### src/rtl/ilace_pkg.sv
package ilace_pkg;

    typedef enum logic [1:0] {
        ST_INT_F1  = 2'd0,
        ST_INT_F2  = 2'd1,
        ST_NI_EVEN = 2'd2,
        ST_NI_ODD  = 2'd3
    } ilace_state_e;

endpackage

### src/rtl/ilace_evt.sv
module ilace_evt #(
    parameter int LINE_W = 10
) (
    input  logic              clk,
    input  logic              rst_n,
    input  logic              master_sel,
    input  logic [LINE_W-1:0] line_idx,
    input  logic              vsync_n,
    output logic              fs_evt
);
    localparam logic [LINE_W-1:0] LINE_ZERO = '0;

    logic line_nz_q;
    logic vs_q;
    logic wrap_evt;
    logic fall_evt;

    always_ff @(posedge clk or negedge rst_n) begin
        if (!rst_n) begin
            line_nz_q <= 1'b0;
            vs_q      <= 1'b1;
        end else begin
            line_nz_q <= (line_idx != LINE_ZERO);
            vs_q      <= vsync_n;
        end
    end

    // line counter wrap marks a field start in master mode
    assign wrap_evt = (line_idx == LINE_ZERO) && line_nz_q;
    // falling edge of external vertical sync in slave mode
    assign fall_evt = vs_q && !vsync_n;

    assign fs_evt = master_sel ? wrap_evt : fall_evt;

endmodule

### src/rtl/ilace_pend.sv
module ilace_pend (
    input  logic clk,
    input  logic rst_n,
    input  logic req_stb,
    input  logic req_nonint,
    input  logic take,
    output logic pend_vld,
    output logic pend_nonint
);
    always_ff @(posedge clk or negedge rst_n) begin
        if (!rst_n) begin
            pend_vld    <= 1'b0;
            pend_nonint <= 1'b0;
        end else if (req_stb) begin
            // a fresh request always wins and stays for the next boundary
            pend_vld    <= 1'b1;
            pend_nonint <= req_nonint;
        end else if (take) begin
            pend_vld    <= 1'b0;
        end
    end

endmodule

### src/rtl/ilace_fsm.sv
module ilace_fsm
    import ilace_pkg::*;
(
    input  logic clk,
    input  logic rst_n,
    input  logic fs_evt,
    input  logic master_sel,
    input  logic field_en,
    input  logic pend_vld,
    input  logic pend_nonint,
    output logic take,
    output logic mode_nonint,
    output logic field_o,
    output logic sync_coinc,
    output logic mode_chg
);
    ilace_state_e state_q;
    ilace_state_e state_d;
    logic         cur_ni;
    logic         safe_pt;
    logic         do_chg;
    logic         chg_q;

    assign cur_ni  = (state_q == ST_NI_EVEN) || (state_q == ST_NI_ODD);
    // master: only a boundary that opens field 1; slave: any boundary
    assign safe_pt = !master_sel || (state_q != ST_INT_F1);
    assign take    = pend_vld && fs_evt && safe_pt;
    assign do_chg  = take && (pend_nonint != cur_ni);

    always_comb begin
        state_d = state_q;
        if (do_chg) begin
            state_d = pend_nonint ? ST_NI_EVEN : ST_INT_F1;
        end else if (fs_evt) begin
            unique case (state_q)
                ST_INT_F1:  state_d = ST_INT_F2;
                ST_INT_F2:  state_d = ST_INT_F1;
                ST_NI_EVEN: state_d = ST_NI_ODD;
                ST_NI_ODD:  state_d = ST_NI_EVEN;
            endcase
        end
    end

    always_ff @(posedge clk or negedge rst_n) begin
        if (!rst_n) begin
            state_q <= ST_INT_F1;
            chg_q   <= 1'b0;
        end else begin
            state_q <= state_d;
            chg_q   <= do_chg;
        end
    end

    always_comb begin
        mode_nonint = 1'b0;
        field_o     = 1'b0;
        sync_coinc  = 1'b1;
        unique case (state_q)
            ST_INT_F1: begin
                mode_nonint = 1'b0;
                field_o     = 1'b0;
                sync_coinc  = 1'b1;
            end
            ST_INT_F2: begin
                mode_nonint = 1'b0;
                field_o     = 1'b1;
                sync_coinc  = 1'b0;
            end
            ST_NI_EVEN: begin
                mode_nonint = 1'b1;
                field_o     = 1'b0;
                sync_coinc  = 1'b1;
            end
            ST_NI_ODD: begin
                mode_nonint = 1'b1;
                field_o     = field_en;
                sync_coinc  = 1'b1;
            end
        endcase
    end

    assign mode_chg = chg_q;

endmodule

### src/rtl/ilace_switch.sv
module ilace_switch #(
    parameter int LINE_W = 10
) (
    input  logic              clk,
    input  logic              rst_n,
    input  logic              req_stb,
    input  logic              req_nonint,
    input  logic              master_sel,
    input  logic              field_en,
    input  logic [LINE_W-1:0] line_idx,
    input  logic              vsync_n,
    output logic              mode_nonint,
    output logic              field_o,
    output logic              sync_coinc,
    output logic              mode_chg
);
    logic fs_evt;
    logic take;
    logic pend_vld;
    logic pend_nonint;

    ilace_evt #(.LINE_W(LINE_W)) u_evt (
        .clk        (clk),
        .rst_n      (rst_n),
        .master_sel (master_sel),
        .line_idx   (line_idx),
        .vsync_n    (vsync_n),
        .fs_evt     (fs_evt)
    );

    ilace_pend u_pend (
        .clk         (clk),
        .rst_n       (rst_n),
        .req_stb     (req_stb),
        .req_nonint  (req_nonint),
        .take        (take),
        .pend_vld    (pend_vld),
        .pend_nonint (pend_nonint)
    );

    ilace_fsm u_fsm (
        .clk         (clk),
        .rst_n       (rst_n),
        .fs_evt      (fs_evt),
        .master_sel  (master_sel),
        .field_en    (field_en),
        .pend_vld    (pend_vld),
        .pend_nonint (pend_nonint),
        .take        (take),
        .mode_nonint (mode_nonint),
        .field_o     (field_o),
        .sync_coinc  (sync_coinc),
        .mode_chg    (mode_chg)
    );

endmodule

### config.mk
export PLATFORM = sky130hd
export DESIGN_NAME = ilace_switch
export DESIGN_NICKNAME = d
export VERILOG_FILES = /design/src/rtl/ilace_pkg.sv /design/src/rtl/ilace_evt.sv /design/src/rtl/ilace_pend.sv /design/src/rtl/ilace_fsm.sv /design/src/rtl/ilace_switch.sv
export SDC_FILE = /design/constraint.sdc
export NUM_CORES = 1
export LEC_CHECK = 0
export CAP_MARGIN = 15
export CORE_AREA = 2 2 39 41
export CTS_CLUSTER_DIAMETER = 100
export DETAILED_ROUTE_END_ITERATION = 6
export DIE_AREA = 0 0 41 43
export PLACE_DENSITY = 0.65
export SLEW_MARGIN = 20
export SYNTH_ARGS = -nofsm -noshare
export SYNTH_HDL_FRONTEND = slang
export SYNTH_SLANG_ARGS = --single-unit
### constraint.sdc
create_clock -name clk -period 1.6 [get_ports clk]
set_clock_uncertainty 0.1 [all_clocks]
set_input_delay 0.16 -clock clk [delete_from_list [all_inputs] [get_ports clk]]
set_output_delay 0.16 -clock clk [all_outputs]
set_load 0.1 [all_outputs]
==> impl_metrics.yaml, run 1 <==
status:
  outcome: "complete, no violations"
clock_tree:
  htree_num_levels: 1
  clock_sinks: 7
  cts_tree: "done"
  path_clk_slew_ps: 50
  cts_hold_buf: 0
  post_cts_buffers: 0
  cts_buffers: 3
  cts_root_buf: "clkbuf_4"
  clock_path_buffers: 2
  clk_latency_ps: 250
setup_path:
  r2r_setup_slack_ps: 30
  crit_type: "reg -> reg"
  reg2regPathDepth: 3
  cp-start-kind: "register"
  timing.rr.start: "u_evt.vs_q"
  endpoint: "u_pend.pend_vld"
  crit_path_max_fanout: 3
  r2r-end: "u_pend.pend_vld"
  end_kind: "register"
  cp-startpoint: "u_evt.vs_q"
  arrival_ps: 1610
  required_ps: 1640
routing:
  wl_um: 841
  avgViaCountPerCell: 4.72
  postRouteAntennaNets: 0
  drt-wirelength-per-cell_um: 11.4
  drt_iter0_drc: 2
  drc_errors: 0
  drt_pass1_iterations: 2
  vias: 349
run:
  cap_violations: 0
synth:
  synth_adder_area_share_pct: 0
  synthSimpleGateAreaFrac_pct: 32.6
  ys.warnings.count: 0
  synthesis.area_um2: 388
  synthDominantCellAreaShare_pct: 38.7
  seq_area_frac_synth_pct: 45.5
  synthCells: 34
  synth_nets: 51
  ys_seq_elements: 7
  synth_compound_area_share_pct: 13.2
  ys_types: 22
  yosysTopAreaCell: "dfrtp_1"
  synth_area_leaders: "dfrtp_1 39%, nor4_4 11%, dfstp_2 6.8%, mux2_2 5.8%, nand2b_1 4.8%"
  synth.area.mux_share_pct: 5.81
  synth_xor_area_share_pct: 0
  avgSynthCellArea_um2: 11.4
  synth_top_family_by_area: "simple AND/OR/NAND/NOR gates"
grt:
  grt_overflow: 0
  grt_pass1_vias: 330
  track_usage_pct: 12.0
  antenna_found_initial: 0
  grt_pass1_wl_mm: 1.33
  grt_max_degree: 8
finish:
  final_util_pct: 50.0
  area_growth_pct: 78.4
  nNetsFinal: 76
  drive_above_1_share_pct: 31.0
  antennaDiodeCount: 0
floorplan:
  die_height_um: 43
  dieArea_um2: 1760
  core_area_um2: 1380
  die_x_um: 41
  start_util_pct: 28.0
  rows: 14
  ioPinCount: 21
timing:
  final-max-slew-violation-count: 0
  whs_ps: 68.3
  final.period_utilization_pct: 98.3
  worst_pin_slew_ps: 323
  fmax_mhz: 636
  setup_viol: 0
  finalWorstSetupSlack_ps: 27.3
  fin_crit_ps: 1570
  hold_violations: 0
  relSlewSlack_pct: 78.4
  rsz0062_at_grt: "false"
place:
  routabilityCongestion: 0.723
  port-buffer-count: 20
  dp_worst_setup_slack_ps: -244
  dpl.hpwl_um: 699
pwr:
  p_leak_nw: 0.307
  p_per_area_nw_per_um2: 1320
  vdd_ir_drop_max_mv: 0.540
min_path:
  hp-class: "in -> async"
[per-layer routing]
layer  wire, µm  track usage, %  vias up
li1           -               -      172
met1        327            12.9      165
met2        456            18.1       10
met3         40            4.71        2
met4         17            8.00        0
met5          0               0        -
[layout by cell type (no fill, tap or decap)]
cell and instances:
a211oi_1 1, a21boi_2 1, a21oi_1 1, a221o_1 1, and2_1 1, and2_4 1
and3_1 1, buf_12 4, buf_4 1, clkbuf_1 1, clkbuf_4 3, clkdlybuf4s50_1 13
dfrtp_1 6, dfstp_2 1, dlymetal6s2s_1 3, inv_1 2, mux2_2 2, nand2_1 1
nand2b_1 3, nand3_1 1, nand4_2 1, nor2_1 2, nor2b_1 1, nor4_4 2
o21ai_0 2, o32a_2 1, or3b_4 1
[stage by stage]
step	setup TNS [ps]	power, mW	std cells	cell area [µm²]
2_1_floorplan	0	0.551	34	394
3_3_place_gp	-572	0.753	70	658
3_5_place_dp	-667	0.760	70	658
4_1_cts	0	0.930	74	684
5_1_grt	0	0.958	74	692
6_report	0	0.913	74	692
[timing repair]
| action | CTS | global route |
|---|---|---|
| resized for setup | 0 | 3 |
| endpoints found under the setup margin | 0 | 2 |
| hold endpoints to repair | 0 | 0 |
[synthesized netlist by cell type]
| library cell | number |
|---|---|
| mux2_2 | 2 |
| clkbuf_1 | 1 |
| o21ai_0 | 2 |
| a21oi_1 | 1 |
| nor2_1 | 2 |
| and2_1 | 1 |
| nor2b_1 | 1 |
| dfrtp_1 | 6 |
| and3_1 | 1 |
| nor4_4 | 2 |
| nand2_1 | 1 |
| inv_1 | 2 |
| nand4_2 | 1 |
| nand2b_1 | 3 |
| o32a_2 | 1 |
| dfstp_2 | 1 |
| a221o_1 | 1 |
| a21boi_0 | 1 |
| and2_4 | 1 |
| nand3_1 | 1 |
| a211oi_1 | 1 |
| or3b_2 | 1 |
[layout make-up]
type	count	area, µm²
Fill cell	126	692
Timing Repair Buffer	21	255
Multi-Input combinational cell	24	206
Sequential cell	7	176
Clock buffer	4	26.3
Tap cell	16	20.0
Inverter	2	7.51
[registers in the layout, summed over array words and instances (netlist names)]
signal,cells
u_fsm.mode_chg,1
u_evt.vs_q,1
u_fsm.state_q,2
u_pend.pend_nonint,1
u_evt.line_nz_q,1
u_pend.pend_vld,1
[how the worst min path moves through the flow]
| stage | from | endpoint | slack, ps |
|---|---|---|---|
| final | rst_n | u_pend.pend_vld | 70 |
| after CTS | rst_n | u_fsm.mode_chg | 80 |
| after floorplan | rst_n | u_evt.line_nz_q | -240 |
| after detailed placement | rst_n | u_fsm.mode_chg | 350 |
| after global placement | rst_n | u_fsm.mode_chg | 350 |
| after global routing | rst_n | u_fsm.mode_chg | 100 |
[kinds of logic after synthesis]
kind of cell / Yosys count
AOI/OAI and AO/OA: 7
buffers and inverters: 3
muxes: 2
and+or+nand+nor: 15
DFF: 7
[power breakdown]
part | internal, mW | leakage [nW] | switching [mW]
combinational | 0.206 | 0.215 | 0.298
sequential | 0.206 | 0.0776 | 0.0401
clock | 0.0953 | 0.0150 | 0.0672
total | 0.508 | 0.307 | 0.406
[worst max-delay path: stages (launching register included)]
cell     delay (ps)
dfstp_2         510
or3b_4          380
and2_4          150
a221o_1         330
(Power assumes the default switching activity.)
==> inputs of run 2 (changes only) <==
ABC_CLOCK_PERIOD_IN_PS = 1600   (was not set)
CAP_MARGIN = 30   (was 15)
==> results of run 2 <==
No change in the layout: final DEF, timing and power equal those of run 1.
==> inputs of run 3 (changes only) <==
DONT_BUFFER_PORTS = 1   (was not set)
PLACE_DENSITY = not set   (was 0.65)
==> run 3 against run 2 <==
Effect of this change:
- first-iteration DRC count did not move
- hold slack improved by 70 ps
- register-to-register slack hardly changed
- final area shrank 14%
- maximum frequency decreased by 0.11%
- core utilization shrank 6.9 points
- clock-buffer cell count unchanged
- sequential power shrank 2%
- die area stayed put
- combinational power decreased by 10%
- routed wire length grew 1.5%
- global-route usage rose by 1.1 points
- critical endpoint unchanged
==> impl_metrics.yaml, run 3 (synthesized netlist as in run 1, its figures left out) <==
setup_path:
  required_ps: 1640
  cp-start-kind: "register"
  crit_path_max_fanout: 3
  end_kind: "register"
  crit_type: "reg -> reg"
  arrival_ps: 1610
finish:
  top_register: "u_fsm.state_q"
  mostFrequentLayoutCell: "dlygate4sd3_1"
  final_util_pct: 43.1
  num-fill-cells: 132
  area_growth_pct: 53.9
  largest_reg_flops: 2
  antennaDiodeCount: 0
  final_cell_mix: "8 x dlygate4sd3_1, 6 x dfrtp_1, 3 x nand2b_1, 3 x clkbuf_4"
  drive_above_1_share_pct: 33.3
  nNetsFinal: 69
pwr:
  pwr-share-seq_pct: 28.2
  p_per_area_nw_per_um2: 1430
  pwr-share-comb_pct: 52.9
  internal_power_uw: 465
  pwr-share-clk_pct: 18.9
  vdd_ir_drop_max_mv: 0.780
  power_switching_uw: 391
  swShare_pct: 45.7
  p_leak_nw: 0.285
timing:
  hold_violations: 0
  fin_crit_ps: 1570
  fmax_mhz: 635
  rsz0062_at_grt: "false"
  worst_pin_slew_ps: 336
  setup_viol: 0
  relSlewSlack_pct: 77.6
  tns_ps: 0
  final-max-slew-violation-count: 0
  final.period_utilization_pct: 98.4
routing:
  wl_um: 854
  drt-wirelength-per-cell_um: 12.7
  drt_pass1_iterations: 4
  drc_errors: 0
  drt_iter0_drc: 2
  avgViaCountPerCell: 4.81
  vias: 322
  postRouteAntennaNets: 0
floorplan:
  rows: 14
  die_x_um: 41
  ioPinCount: 21
  dieArea_um2: 1760
  core_area_um2: 1380
  start_util_pct: 28.0
  die_height_um: 43
clock_tree:
  clock_sinks: 7
  cts_buffers: 3
  cts_tree: "done"
  cts_root_buf: "clkbuf_4"
  path_clk_slew_ps: 50
  htree_num_levels: 1
  clock_path_buffers: 2
  clk_latency_ps: 260
grt:
  grt_pass1_vias: 335
  grt_overflow: 0
  antenna_found_initial: 0
  grt_max_degree: 8
  grt_pass1_wl_mm: 1.46
  track_usage_pct: 13.1
place:
  routabilityCongestion: 0.738
  dpl.hpwl_um: 571
  port-buffer-count: 0
min_path:
  hp-class: "in -> async"
run:
  cap_violations: 0
status:
  outcome: "complete, no violations"
run 3: worst paths after layout:
kind,from,cells after the start,to,slack [ps]
max,u_evt.vs_q,3,u_pend.pend_vld,30
max reg2reg,u_evt.vs_q,3,u_pend.pend_vld,30
min reg2reg,u_pend.pend_nonint,1,u_fsm.state_q[1],470
max in group asynchronous,rst_n,1,u_evt.vs_q,970
min,rst_n,1,u_pend.pend_vld,140
min in group clk,line_idx[9],3,u_evt.line_nz_q,170
run 3: worst max-delay path, stage by stage (launching register included):
cell and delay, ps:
dfstp_2 500, or3b_4 380, and2_4 150, a221o_1 330
run 3: repair_timing:
action | in CTS | in global routing
resized for setup | 0 | 2
setup buffers | 0 | 0
setup endpoints to repair | 0 | 2
hold buffers | 10 | 0
hold endpoints to repair | 11 | 0
run 3: final cells by class:
class	instances	area, µm²	share of cell area, %
clock buffer	4	26.3	4.40
tap	16	20.0	3.35
multi-input combinational	24	206	34.6
timing repair buffer	14	160	26.8
inverter	2	7.51	1.26
sequential	7	176	29.6
run 3: power by group through the flow:
stage,Sequential (mW),Combinational [mW],Clock (mW)
CTS,0.241,0.454,0.170
floorplan,0.245,0.306,0
global placement,0.243,0.427,0
global route,0.247,0.472,0.177
detailed placement,0.244,0.430,0
finish,0.241,0.453,0.162
run 3: through the flow:
step	hold slack, ps	setup WS [ps]	std cells	area, µm²	power [mW]
finish	139	25.5	67	597	0.856
global route	168	9.25	67	597	0.896
CTS	136	21.1	67	592	0.866
detailed placement	-235	29.6	53	465	0.674
global placement	-235	42.4	53	465	0.670
floorplan	-236	18.0	34	394	0.551
run 3: metal layers:
metal,vias to the layer above,share of wire (%),wire (µm),global-route usage (%)
li1,157,-,-,-
met1,145,40,345,13.2
met2,16,48,408,19.1
met3,4,8.8,75,9.95
met4,0,2.8,24,6.00
met5,-,0,0,0
